--- config.mk ---
export PLATFORM = sky130hd
export DESIGN_NAME = line_sw_ctrl
export DESIGN_NICKNAME = d
export VERILOG_FILES = /design/src/rtl/line_sw_pkg.sv /design/src/rtl/sw_mode_latch.sv /design/src/rtl/sw_mode_decode.sv /design/src/rtl/sw_off_seq.sv /design/src/rtl/line_sw_ctrl.sv
export SDC_FILE = /design/constraint.sdc
export NUM_CORES = 1
export LEC_CHECK = 0
export ABC_AREA = 1
export BUFFER_PORTS_ARGS = -buffer_cell sky130_fd_sc_hd__clkbuf_2
export CORE_MARGIN = 4
export CORE_UTILIZATION = 27
export DETAILED_ROUTE_END_ITERATION = 16
export GPL_ROUTABILITY_DRIVEN = 1
export GPL_TIMING_DRIVEN = 0
export PLACE_DENSITY = 0.48
export SLEW_MARGIN = 25
export SYNTH_ARGS = -nofsm -noshare
export SYNTH_HDL_FRONTEND = slang
export SYNTH_SLANG_ARGS = --single-unit
--- constraint.sdc ---
create_clock -name clk -period 2.58 [get_ports clk]
set_input_delay 0.516 -clock clk [delete_from_list [all_inputs] [get_ports clk]]
set_output_delay 0.516 -clock clk [all_outputs]
set_load 0.01 [all_outputs]
--- src/rtl/line_sw_pkg.sv ---
// Shared types for the line switch controller.
// Assumes one enable bit per switch group.
package line_sw_pkg;

    typedef struct packed {
        logic brk;
        logic rret;
        logic ring;
        logic tst;
    } sw_set_t;

    typedef enum logic [1:0] {
        ST_RUN     = 2'd0,
        ST_WAIT_ZC = 2'd1,
        ST_OFF     = 2'd2
    } seq_state_t;

    localparam sw_set_t SW_NONE = '{brk: 1'b0, rret: 1'b0, ring: 1'b0, tst: 1'b0};

endpackage

--- src/rtl/sw_mode_latch.sv ---
// Transparent mode latch, built as a register plus bypass.
// When hold_en is low, the live code passes through and is captured.
// When hold_en is high, the last captured code is used.
// Assumes the inputs are synchronous to clk.
module sw_mode_latch #(
    parameter int CODE_W = 2
) (
    input  logic              clk,
    input  logic              rst_n,
    input  logic [CODE_W-1:0] live_code,
    input  logic              hold_en,
    output logic [CODE_W-1:0] eff_code
);

    logic [CODE_W-1:0] held_q;
    logic              armed_q;

    // Capture the live code while the latch is open.
    always_ff @(posedge clk) begin
        if (!rst_n)        held_q <= '0;
        else if (!hold_en) held_q <= live_code;
    end

    // Mark that one full cycle has passed since reset, for the $past check.
    always_ff @(posedge clk) begin
        if (!rst_n) armed_q <= 1'b0;
        else        armed_q <= 1'b1;
    end

    // Select the live code or the held code.
    always_comb eff_code = hold_en ? held_q : live_code;

    // while the freeze lasts, the effective code does not move.
    p_hold_stable_r3: assert property (@(posedge clk) disable iff (!rst_n || !armed_q)
        (hold_en && $past(hold_en)) |-> $stable(eff_code));

endmodule

--- src/rtl/sw_mode_decode.sv ---
// Maps a mode code {ringing, test} to the set of switches to close.
// Purely combinational; the code 1,1 decodes to all-off.
module sw_mode_decode
    import line_sw_pkg::*;
#(
    parameter int CODE_W = 2
) (
    input  logic [CODE_W-1:0] code,
    output sw_set_t           sw
);

    // Decode table, one mode per code.
    always_comb begin
        sw = SW_NONE;
        unique case (code)
            2'b00: sw.brk = 1'b1;
            2'b10: begin
                sw.rret = 1'b1;
                sw.ring = 1'b1;
            end
            2'b01: sw.tst = 1'b1;
            default: sw = SW_NONE;
        endcase
    end

    // Break and ringing paths are never requested together.
    always_comb a_no_brk_ring_r4: assert (!(sw.brk && sw.ring));

endmodule

--- src/rtl/sw_off_seq.sv ---
// All-off sequencer and switch output register.
// In RUN the decoded set is registered.
// An override or thermal fault forces all-off. On an override the
// ringing switch is held until a zero crossing (break-before-make).
// Leaving all-off needs the override released and no fault.
// Assumes zc_pulse is a single-cycle, synchronous event.
module sw_off_seq
    import line_sw_pkg::*;
(
    input  logic    clk,
    input  logic    rst_n,
    input  sw_set_t dec_sw,
    input  logic    kill_n,
    input  logic    therm_fault,
    input  logic    zc_pulse,
    output sw_set_t sw_q,
    output logic    fault_n
);

    seq_state_t state_q, state_d;
    sw_set_t    sw_d;
    logic       armed_q;

    // Next state and next switch set.
    always_comb begin
        state_d = state_q;
        sw_d    = SW_NONE;
        unique case (state_q)
            ST_RUN: begin
                if (therm_fault) begin
                    state_d = ST_OFF;
                end else if (!kill_n) begin
                    sw_d.ring = sw_q.ring;
                    state_d   = sw_q.ring ? ST_WAIT_ZC : ST_OFF;
                end else begin
                    sw_d = dec_sw;
                end
            end
            ST_WAIT_ZC: begin
                if (therm_fault || zc_pulse) state_d   = ST_OFF;
                else                         sw_d.ring = 1'b1;
            end
            ST_OFF: begin
                if (kill_n && !therm_fault) begin
                    state_d = ST_RUN;
                    sw_d    = dec_sw;
                end
            end
            default: state_d = ST_OFF;
        endcase
    end

    // State, switch and status registers.
    always_ff @(posedge clk) begin
        if (!rst_n) begin
            state_q <= ST_RUN;
            sw_q    <= SW_NONE;
            fault_n <= 1'b1;
        end else begin
            state_q <= state_d;
            sw_q    <= sw_d;
            fault_n <= !therm_fault;
        end
    end

    // Track the first cycle after reset.
    always_ff @(posedge clk) begin
        if (!rst_n) armed_q <= 1'b0;
        else        armed_q <= 1'b1;
    end

    // an override opens break, return and test on the next edge.
    p_kill_opens_r7: assert property (@(posedge clk) disable iff (!rst_n)
        !kill_n |=> (!sw_q.brk && !sw_q.rret && !sw_q.tst));

    // nothing closes while the override stays low.
    p_no_close_r7: assert property (@(posedge clk) disable iff (!rst_n || !armed_q)
        (!kill_n && $past(!kill_n)) |->
            !($rose(sw_q.brk) || $rose(sw_q.rret) || $rose(sw_q.ring) || $rose(sw_q.tst)));

    // the ringing switch holds while waiting for a zero crossing.
    p_ring_waits_zc_r8: assert property (@(posedge clk) disable iff (!rst_n)
        (state_q == ST_WAIT_ZC && !zc_pulse && !therm_fault) |=> sw_q.ring);

    // a thermal fault forces every switch off and signals the status.
    p_therm_off_r11: assert property (@(posedge clk) disable iff (!rst_n)
        therm_fault |=> (sw_q == SW_NONE && !fault_n));

    // break and ringing switches never close together.
    p_brk_ring_excl_r4: assert property (@(posedge clk) disable iff (!rst_n)
        !(sw_q.brk && sw_q.ring));

endmodule

--- src/rtl/line_sw_ctrl.sv ---
// Top level of the line switch state controller.
// Chain: mode latch -> decoder -> all-off sequencer with output register.
// Override and thermal inputs bypass the latch.
module line_sw_ctrl
    import line_sw_pkg::*;
#(
    parameter int CODE_W = 2
) (
    input  logic clk,
    input  logic rst_n,
    input  logic ring_sel,
    input  logic test_sel,
    input  logic hold_en,
    input  logic kill_n,
    input  logic therm_fault,
    input  logic zc_pulse,
    output logic brk_en,
    output logic rret_en,
    output logic ring_en,
    output logic tst_en,
    output logic fault_n
);

    logic [CODE_W-1:0] live_code;
    logic [CODE_W-1:0] eff_code;
    sw_set_t           dec_sw;
    sw_set_t           sw_q;

    // Pack the mode inputs into one code.
    always_comb live_code = {ring_sel, test_sel};

    sw_mode_latch #(.CODE_W(CODE_W)) u_latch (
        .clk      (clk),
        .rst_n    (rst_n),
        .live_code(live_code),
        .hold_en  (hold_en),
        .eff_code (eff_code)
    );

    sw_mode_decode #(.CODE_W(CODE_W)) u_decode (
        .code(eff_code),
        .sw  (dec_sw)
    );

    sw_off_seq u_seq (
        .clk        (clk),
        .rst_n      (rst_n),
        .dec_sw     (dec_sw),
        .kill_n     (kill_n),
        .therm_fault(therm_fault),
        .zc_pulse   (zc_pulse),
        .sw_q       (sw_q),
        .fault_n    (fault_n)
    );

    // Drive the switch enables from the registered set.
    always_comb begin
        brk_en  = sw_q.brk;
        rret_en = sw_q.rret;
        ring_en = sw_q.ring;
        tst_en  = sw_q.tst;
    end

endmodule

==> flow_metrics.env <==
export IMPL_status="finished, final reports clean"
export IMPL_grt_first_pass_wirelength_microns=1170
export IMPL_setup_viol=0
export IMPL_worst_slack_ns=1.32
export IMPL_fin_cells=86
export IMPL_die_x_microns=46.0
export IMPL_row_count=13
export IMPL_use_met1=0.101
export IMPL_ios=13
export IMPL_power_leakage_nw=0.256
export IMPL_first_global_vias=292
export IMPL_cts_hold_buf=0
export IMPL_area_growth_pct=27.0
export IMPL_hold_class="primary input to register"
export IMPL_fin_crit_sh=0.490
export IMPL_die_height_microns=46.0
export IMPL_ant_nets=0
export IMPL_cts_buffer_depth=2
export IMPL_cpPeakStageDelay_ns=0.35
export IMPL_top_usage_layer="met2"
export IMPL_htreeDepth=1
export IMPL_antenna_found_initial=0
export IMPL_drive_above_1_share=0.324
export IMPL_period_needed_ns=1.26
export IMPL_postLayoutCoreUtil=0.371
export IMPL_vias_per_cell=4.15
export IMPL_cts_inserted_buffers=3
export IMPL_maxCapViolCount=0
export IMPL_design_core_area_sq_mm=0.00133
export IMPL_die_area_sq_mm=0.00211
export IMPL_endpoint_kind="primary output"
export IMPL_start_util=0.292
export IMPL_cp_required_ns=2.06
export IMPL_vias=357
export IMPL_crit_chain="clkbuf_2"
export IMPL_cp_top_family="flip-flops"
export IMPL_hpwl_microns=591
export IMPL_clk_latency_ns=0.25
export IMPL_routed_wire_length_per_instance_microns=8.31
export IMPL_yosysWarnings=0
export IMPL_fin_skew_ns=0.000223
export IMPL_dp_cells=82
export IMPL_grt_util_met2=0.102
export IMPL_layout_commonest_cell="nand2_1"
export IMPL_n_fill_cell=170
export IMPL_synth_cell_types=14
export IMPL_worst_pin_slew_ns=0.165
export IMPL_syn_instance_count=55
export IMPL_ir_drop_uv=246
export IMPL_antennaDiodeCount=0
export IMPL_portBuffers=12
export IMPL_syn_area_per_cell_sq_um=7.07
export IMPL_preCtsSetupSlack_ns=1.32
export IMPL_nNetsFinal=80
export IMPL_gp_congestion=0.662
export IMPL_synth_area_sq_um=389
export IMPL_grt_usage=0.0829
export IMPL_start_kind="register"
export IMPL_grt_max_degree=6
export IMPL_p_per_area_mw_per_mm2=599
export IMPL_cts_clk_slew_worst_paths_ns=0.06
export IMPL_drt_wl_total_microns=715
export IMPL_use_met3=0.0593
export IMPL_relSlewSlack=0.890
export IMPL_drt_iter0_drc=2
export IMPL_slew_violations=0
export IMPL_fin_hold_ws_ns=0.463
export IMPL_crit_fanout=3
export IMPL_drc=0
export IMPL_cts_repair_resized=0
export IMPL_grt_remaining_overflow=0
export IMPL_syn_nets=63
export IMPL_worst_path_buf_inv=1
export IMPL_cts_tree="built"
export IMPL_rsz0062_at_grt="false"
export IMPL_path_class="register to primary output"
export IMPL_ys_ff_latch=9
export IMPL_final_cell_mix="nand2_1, clkbuf_2, dfxtp_1"
export IMPL_reg2reg_slack_ns=1.59
export IMPL_report_final_hold_viol_count=0
export IMPL_tns_ns=0
export IMPL_cts_root_buf="clkbuf_4"
export IMPL_crit_path_top_delay_cell="dfxtp_1"
export IMPL_drt_pass1_iterations=4
export IMPL_max_freq_mhz=791
export IMPL_crit_arrival_ns=0.75
export IMPL_postCtsSetupRepairBufs=0
export IMPL_yosysSeqAreaShare=0.463
export IMPL_cts_sinks=9
[path summary, 6_finish.rpt]
check / start / end / cells past startpoint
max: u_seq.sw_q[1] / ring_en / 1
min: rst_n / u_seq.fault_n / 2
max reg2reg: u_seq.state_q[1] / u_seq.sw_q[1] / 8
min reg2reg: u_seq.sw_q[1] / u_seq.sw_q[1] / 2
[layer usage]
layer  vias to the layer above  wire (microns)
met5                         -               0
met3                         2              51
met2                        10             307
met4                         0              11
li1                        204               -
met1                       141             344
[power breakdown]
part | leakage (nW) | internal (mW) | switching, mW | total, mW
Clock | 0.0150 | 0.0594 | 0.0455 | 0.105
Sequential | 0.0738 | 0.146 | 0.00324 | 0.149
Combinational | 0.167 | 0.0167 | 0.0258 | 0.0425
Total | 0.256 | 0.222 | 0.0745 | 0.296
[through the flow]
step | cell area, sq um | power, mW
finish | 494 | 0.296
global route | 494 | 0.321
detailed placement | 468 | 0.195
floorplan | 389 | 0.181
CTS | 494 | 0.304
global placement | 468 | 0.195
[area by class of cell]
cell class	count	area (sq um)	share of cell area
Timing Repair Buffer	12	60.1	0.122
Inverter	10	37.5	0.0759
Clock buffer	4	26.3	0.0532
Multi-Input combinational cell	36	171	0.347
Sequential cell	9	180	0.365
Tap cell	15	18.8	0.0380
[state kept, by name (all words and copies together), names as in the netlist]
name	count
u_seq.sw_q	4
u_seq.state_q	2
u_latch.held_q	2
u_seq.fault_n	1
[cells by family after synthesis]
logic type	synth area share
DFF	0.463
buffers and inverters	0.0965
AOI/OAI and AO/OA	0.0611
and+or+nand+nor	0.379
[synth_stat cells]
master / count / area [sq um]
nand2_1: 15 / 56.3
dfxtp_1: 9 / 180
inv_1: 8 / 30.0
nand3_1: 4 / 20.0
nor2_1: 4 / 15.0
nor2_2: 4 / 25.0
a21oi_1: 2 / 10.0
inv_2: 2 / 7.51
nand4_1: 2 / 12.5
a21oi_2: 1 / 8.76
nand2_2: 1 / 6.26
nor3_1: 1 / 5.00
nor3b_1: 1 / 7.51
o21ai_0: 1 / 5.00
No activity file was read; power rests on OpenSTA's default activity.
